<file path="src/rtl/fuzz_grade_lut.sv">
module fuzz_grade_lut #(
  parameter int IN_W    = 8,
  parameter int GRADE_W = 8,
  parameter int ROWS    = 11,
  parameter logic [ROWS*IN_W-1:0] BREAKS = {
    8'd100, 8'd90, 8'd80, 8'd70, 8'd60, 8'd50,
    8'd40,  8'd30, 8'd20, 8'd10, 8'd0},
  parameter logic [ROWS*GRADE_W-1:0] GRADES = {
    8'h0B, 8'h09, 8'h07, 8'h05, 8'h03, 8'h01,
    8'h02, 8'h04, 8'h06, 8'h08, 8'h0A}
) (
  input  logic               clk,
  input  logic               rst_n,
  input  logic [IN_W-1:0]    crisp_in,
  output logic [ROWS-1:0]    row_sel,
  output logic [GRADE_W-1:0] grade
);

  logic [IN_W-1:0] held_q;

  always_ff @(negedge clk or negedge rst_n) begin
    if (!rst_n) held_q <= '0;
    else        held_q <= crisp_in;
  end

  logic [GRADE_W-1:0] acc [ROWS+1];
  assign acc[0] = '0;

  for (genvar i = 0; i < ROWS; i++) begin : g_row
    // Each select line is an AND of the latched bits, true or inverted per pattern bit.
    assign row_sel[i] = &(held_q ~^ BREAKS[i*IN_W +: IN_W]);
    assign acc[i+1]   = acc[i] | ({GRADE_W{row_sel[i]}} & GRADES[i*GRADE_W +: GRADE_W]);
  end

  assign grade = acc[ROWS];

endmodule


</file>
<file path="config.mk">
export PLATFORM = sky130hd
export DESIGN_NAME = fuzz_grade_lut
export DESIGN_NICKNAME = d
export VERILOG_FILES = /design/src/rtl/fuzz_grade_lut.sv
export SDC_FILE = /design/constraint.sdc
export NUM_CORES = 1
export LEC_CHECK = 0
export BUFFER_PORTS_ARGS = -buffer_cell sky130_fd_sc_hd__clkbuf_2
export CELL_PAD_IN_SITES_DETAIL_PLACEMENT = 1
export CELL_PAD_IN_SITES_GLOBAL_PLACEMENT = 2
export CORE_ASPECT_RATIO = 1.4
export CORE_MARGIN = 3
export CORE_UTILIZATION = 23
export CTS_CLUSTER_DIAMETER = 50
export DETAILED_ROUTE_END_ITERATION = 8
export PLACE_DENSITY_LB_ADDON = 0.08
export SLEW_MARGIN = 20
export SYNTH_ARGS = -nofsm -noshare
export SYNTH_HDL_FRONTEND = slang
export SYNTH_SLANG_ARGS = --single-unit
</file>
<file path="constraint.sdc">
create_clock -name clk -period 3.7 [get_ports clk]
set_clock_uncertainty 0.15 [all_clocks]
set_input_delay 0.555 -clock clk [delete_from_list [all_inputs] [get_ports clk]]
set_output_delay 0.555 -clock clk [all_outputs]
set_load 0.005 [all_outputs]
</file>
Yosys cells after proc, flatten, opt, wreduce, memory -nomap -nowiden:

Cells that the tools add are included.

* bits in registers: 8
* input port bits: 10
* output and inout bits: 19
* logic and storage cells: 33

* bitwise logic cells: 21
* reductions and logical operators: 11

Operators by type and width (number)
* $reduce_and 8->1: 11
* $not 6->6: 4
* $or 8x3->8: 2
* $or 8x4->8: 2
* $not 5->5: 3
* $not 4->4: 3
* $not 8->8: 1
* $or 4x2->4: 2
* $or 4x3->4: 2
* $or 4x1->4: 1
* $or 4x4->4: 1

Depth between registers and ports, before layout:

* depth after elaboration: 12
* gate-level depth with buffers: 5
* gate-level depth less buffers: 4

==> results.py <==
metrics = {
    "yosys": {
        "synth_area_sq_um": 474,
        "synth_area_leaders": "dfrtn_1 42%, nor2_1 9.5%, buf_4 6.3%, nand4bb_4 5.8%, or4b_1 4.2%",
        "synth_warnings": 0,
        "syn_inst": 51,
        "synth_largest_area_cell": "dfrtn_1",
        "yosys.cell_types.count": 24,
        "yosysSeqAreaShare": 0.422,
        "syn_avg_cell_area_sq_um": 9.30,
        "yosysTopAreaCellShare": 0.422,
        "ys_ff_latch": 8,
    },
    "routing": {
        "finalWirelength_mm": 1.35,
        "drcViolationCount": 0,
        "vias": 534,
        "final_antenna_net_count": 0,
        "drtIter0Drc": 3,
        "post_drt_wl_per_cell_um": 11.4,
        "dr.pass1.iters": 2,
        "vias_per_cell": 4.53,
    },
    "placement": {
        "port_buffers": 24,
        "dp_hpwl_mm": 1.19,
        "gp_congestion": 0.673,
        "dp.cells": 112,
    },
    "cells_and_area": {
        "diodes": 0,
        "seq_area_sq_um": 200,
        "fin_util": 0.469,
        "nets": 110,
        "fill_cells": 242,
        "largest_registers": "held_q x8",
        "syn_to_final_growth_pct": 82.6,
        "final_cells": 118,
        "regMostFlops": "held_q",
        "largest_reg_flops": 8,
        "multi_input_area_sq_um": 310,
        "drive_above_1_share": 0.653,
    },
    "cts": {
        "clockBufferDepth": 2,
        "postCtsHoldBufs": 0,
        "root_buffer": "clkbuf_4",
        "cts_tree": "yes",
        "clk_pin_slew_ps": 40,
        "htreeDepth": 1,
        "clock-sinks": 8,
        "cts_buffers": 3,
    },
    "timing": {
        "finalSetupViolCount": 15,
        "fin_ws_ps": -646,
        "rsz0062_at_grt": "yes",
        "drv_slew": 0,
        "hold_viol_final": 0,
    },
    "power_and_ir_drop": {
        "max-vdd-ir-drop_uv": 163,
        "leakage_uw": 0.000453,
        "powerDensity_nw_per_um2": 231,
    },
    "outcome": {
        "violations": "setup timing",
        "status": "finished with violations",
    },
    "critical_path": {
        "critPathSlowestCell": "or4b_4",
        "path_cells": "buf_6 -> nand4bb_4 -> or4b_4 -> a21oi_2 -> o21bai_2 -> buf_2",
        "endpoint_kind": "output pin",
        "path_max_fanout": 3,
        "cp-start-kind": "flip-flop",
        "cpPeakStageDelay_ps": 490,
        "crit_type": "reg -> out",
        "arrival_ps": 3640,
        "cp_data_required_time_ps": 2990,
    },
    "die": {
        "initial_utilization": 0.257,
        "io_pins": 29,
        "die_h_um": 59.7,
        "num_rows": 18,
        "die_w_um": 44.4,
        "core_area_sq_um": 1850,
        "fp.dieArea_sq_um": 2650,
    },
    "global_route": {
        "gr-total-overflow": 0,
        "grt_max_degree": 9,
        "grt_use_total": 0.125,
        "grt_antenna_before_repair": 0,
        "grt_pass1_vias": 590,
        "grt_pass1_wl_mm": 2.35,
    },
    "job": {
        "cap_viol_max_count": 0,
    },
    "worst_hold_path": {
        "hold_path_class": "in -> async",
    },
}
cells in the mapped netlist:
master and n:
conb_1 1, or4_1 1, or4b_1 2, o211ai_1 1
buf_4 4, nor2_1 12, nand3_1 3, inv_1 1
nand2_1 2, o21ai_1 1, dfrtn_1 8, and2b_1 1
nor4bb_1 1, a21o_1 1, and2_1 1, nand3b_1 2
nor2_2 1, a21oi_1 1, o21bai_2 1, nor4b_1 1
buf_2 1, and3_1 2, nand4bb_4 1, nor2b_1 1
path summary, 6_finish.rpt:
check / startpoint / endpoint / slack [ps] / cells past startpoint
max: held_q[6] / grade[3] / -650 / 6
min: rst_n / held_q[5] / 1710 / 1
max in group asynchronous: rst_n / held_q[4] / 1490 / 1
min in group clk: crisp_in[0] / held_q[0] / 1980 / 1
timing repair:
action / 4_1_cts / 5_1_grt
endpoints found under the setup margin: 15 / 15
pin swaps: 5 / 3
gates resized for setup: 11 / 13
hold endpoints to repair: 0 / 0
setup buffers: 4 / 0
critical path: cells and delay by family, from the launching register on:
| kind | cells | cell delay, ps |
|---|---|---|
| AOI/OAI and AO/OA | 2 | 280 |
| DFF | 1 | 430 |
| buffers and inverters | 2 | 230 |
| and+or+nand+nor | 2 | 590 |
power by group:
part           leakage, uW  internal, uW  switching [uW]
Combinational     0.000346          22.9            16.4
Clock            0.0000138          36.9            26.9
Sequential       0.0000932          93.0            3.99
placed cells by master, fill, tap and decap left out, drive strengths merged:
| master | instances |
|---|---|
| conb | 4 |
| nand3 | 3 |
| nand2 | 2 |
| and2b | 1 |
| and3 | 2 |
| o21bai | 1 |
| or4 | 1 |
| and2 | 1 |
| a21o | 1 |
| nor2b | 1 |
| or4b | 2 |
| dfrtn | 8 |
| nor4b | 1 |
| nand4bb | 1 |
| inv | 1 |
| o21ai | 1 |
| a21oi | 1 |
| nor2 | 13 |
| nand3b | 2 |
| clkbuf | 23 |
| buf | 26 |
| o211ai | 1 |
| nor4bb | 1 |
metal layers:
layer / global-route usage / wire (um) / part of all wire / vias up
met2: 0.242 / 783 / 0.58 / 27
li1: - / - / - / 261
met4: 0.0776 / 29 / 0.021 / 0
met1: 0.112 / 434 / 0.32 / 243
met3: 0.0271 / 103 / 0.076 / 3
met5: 0 / 0 / 0 / -
stage by stage:
step	worst slack, ps	instance area, sq um	TNS [ps]	hold slack, ps	power [uW]
global route	-753	866	-8030	1710	217
finish	-646	866	-6290	1710	200
global placement	-370	741	-2400	1990	129
floorplan	-195	494	-689	1850	113
CTS	-692	838	-6720	1710	202
detailed placement	-459	741	-2640	2000	130
final cells by class:
type,instances,share of cell area
multi-input cells,40,0.358
repair buffers,46,0.351
flip-flops and latches,8,0.231
well taps,20,0.0289
clock buffers,3,0.0260
inverters,1,0.00434
cells by family (layout without fill, tap and decap cells):
family	count (synthesis)	after routing	share of synthesized area
AOI/OAI and AO/OA	5	5	0.0765
and+or+nand+nor	31	31	0.412
DFF	8	8	0.422
other	1	4	0.00791
buffers and inverters	6	50	0.0818
Note: power is estimated with default switching activity, not from simulation.
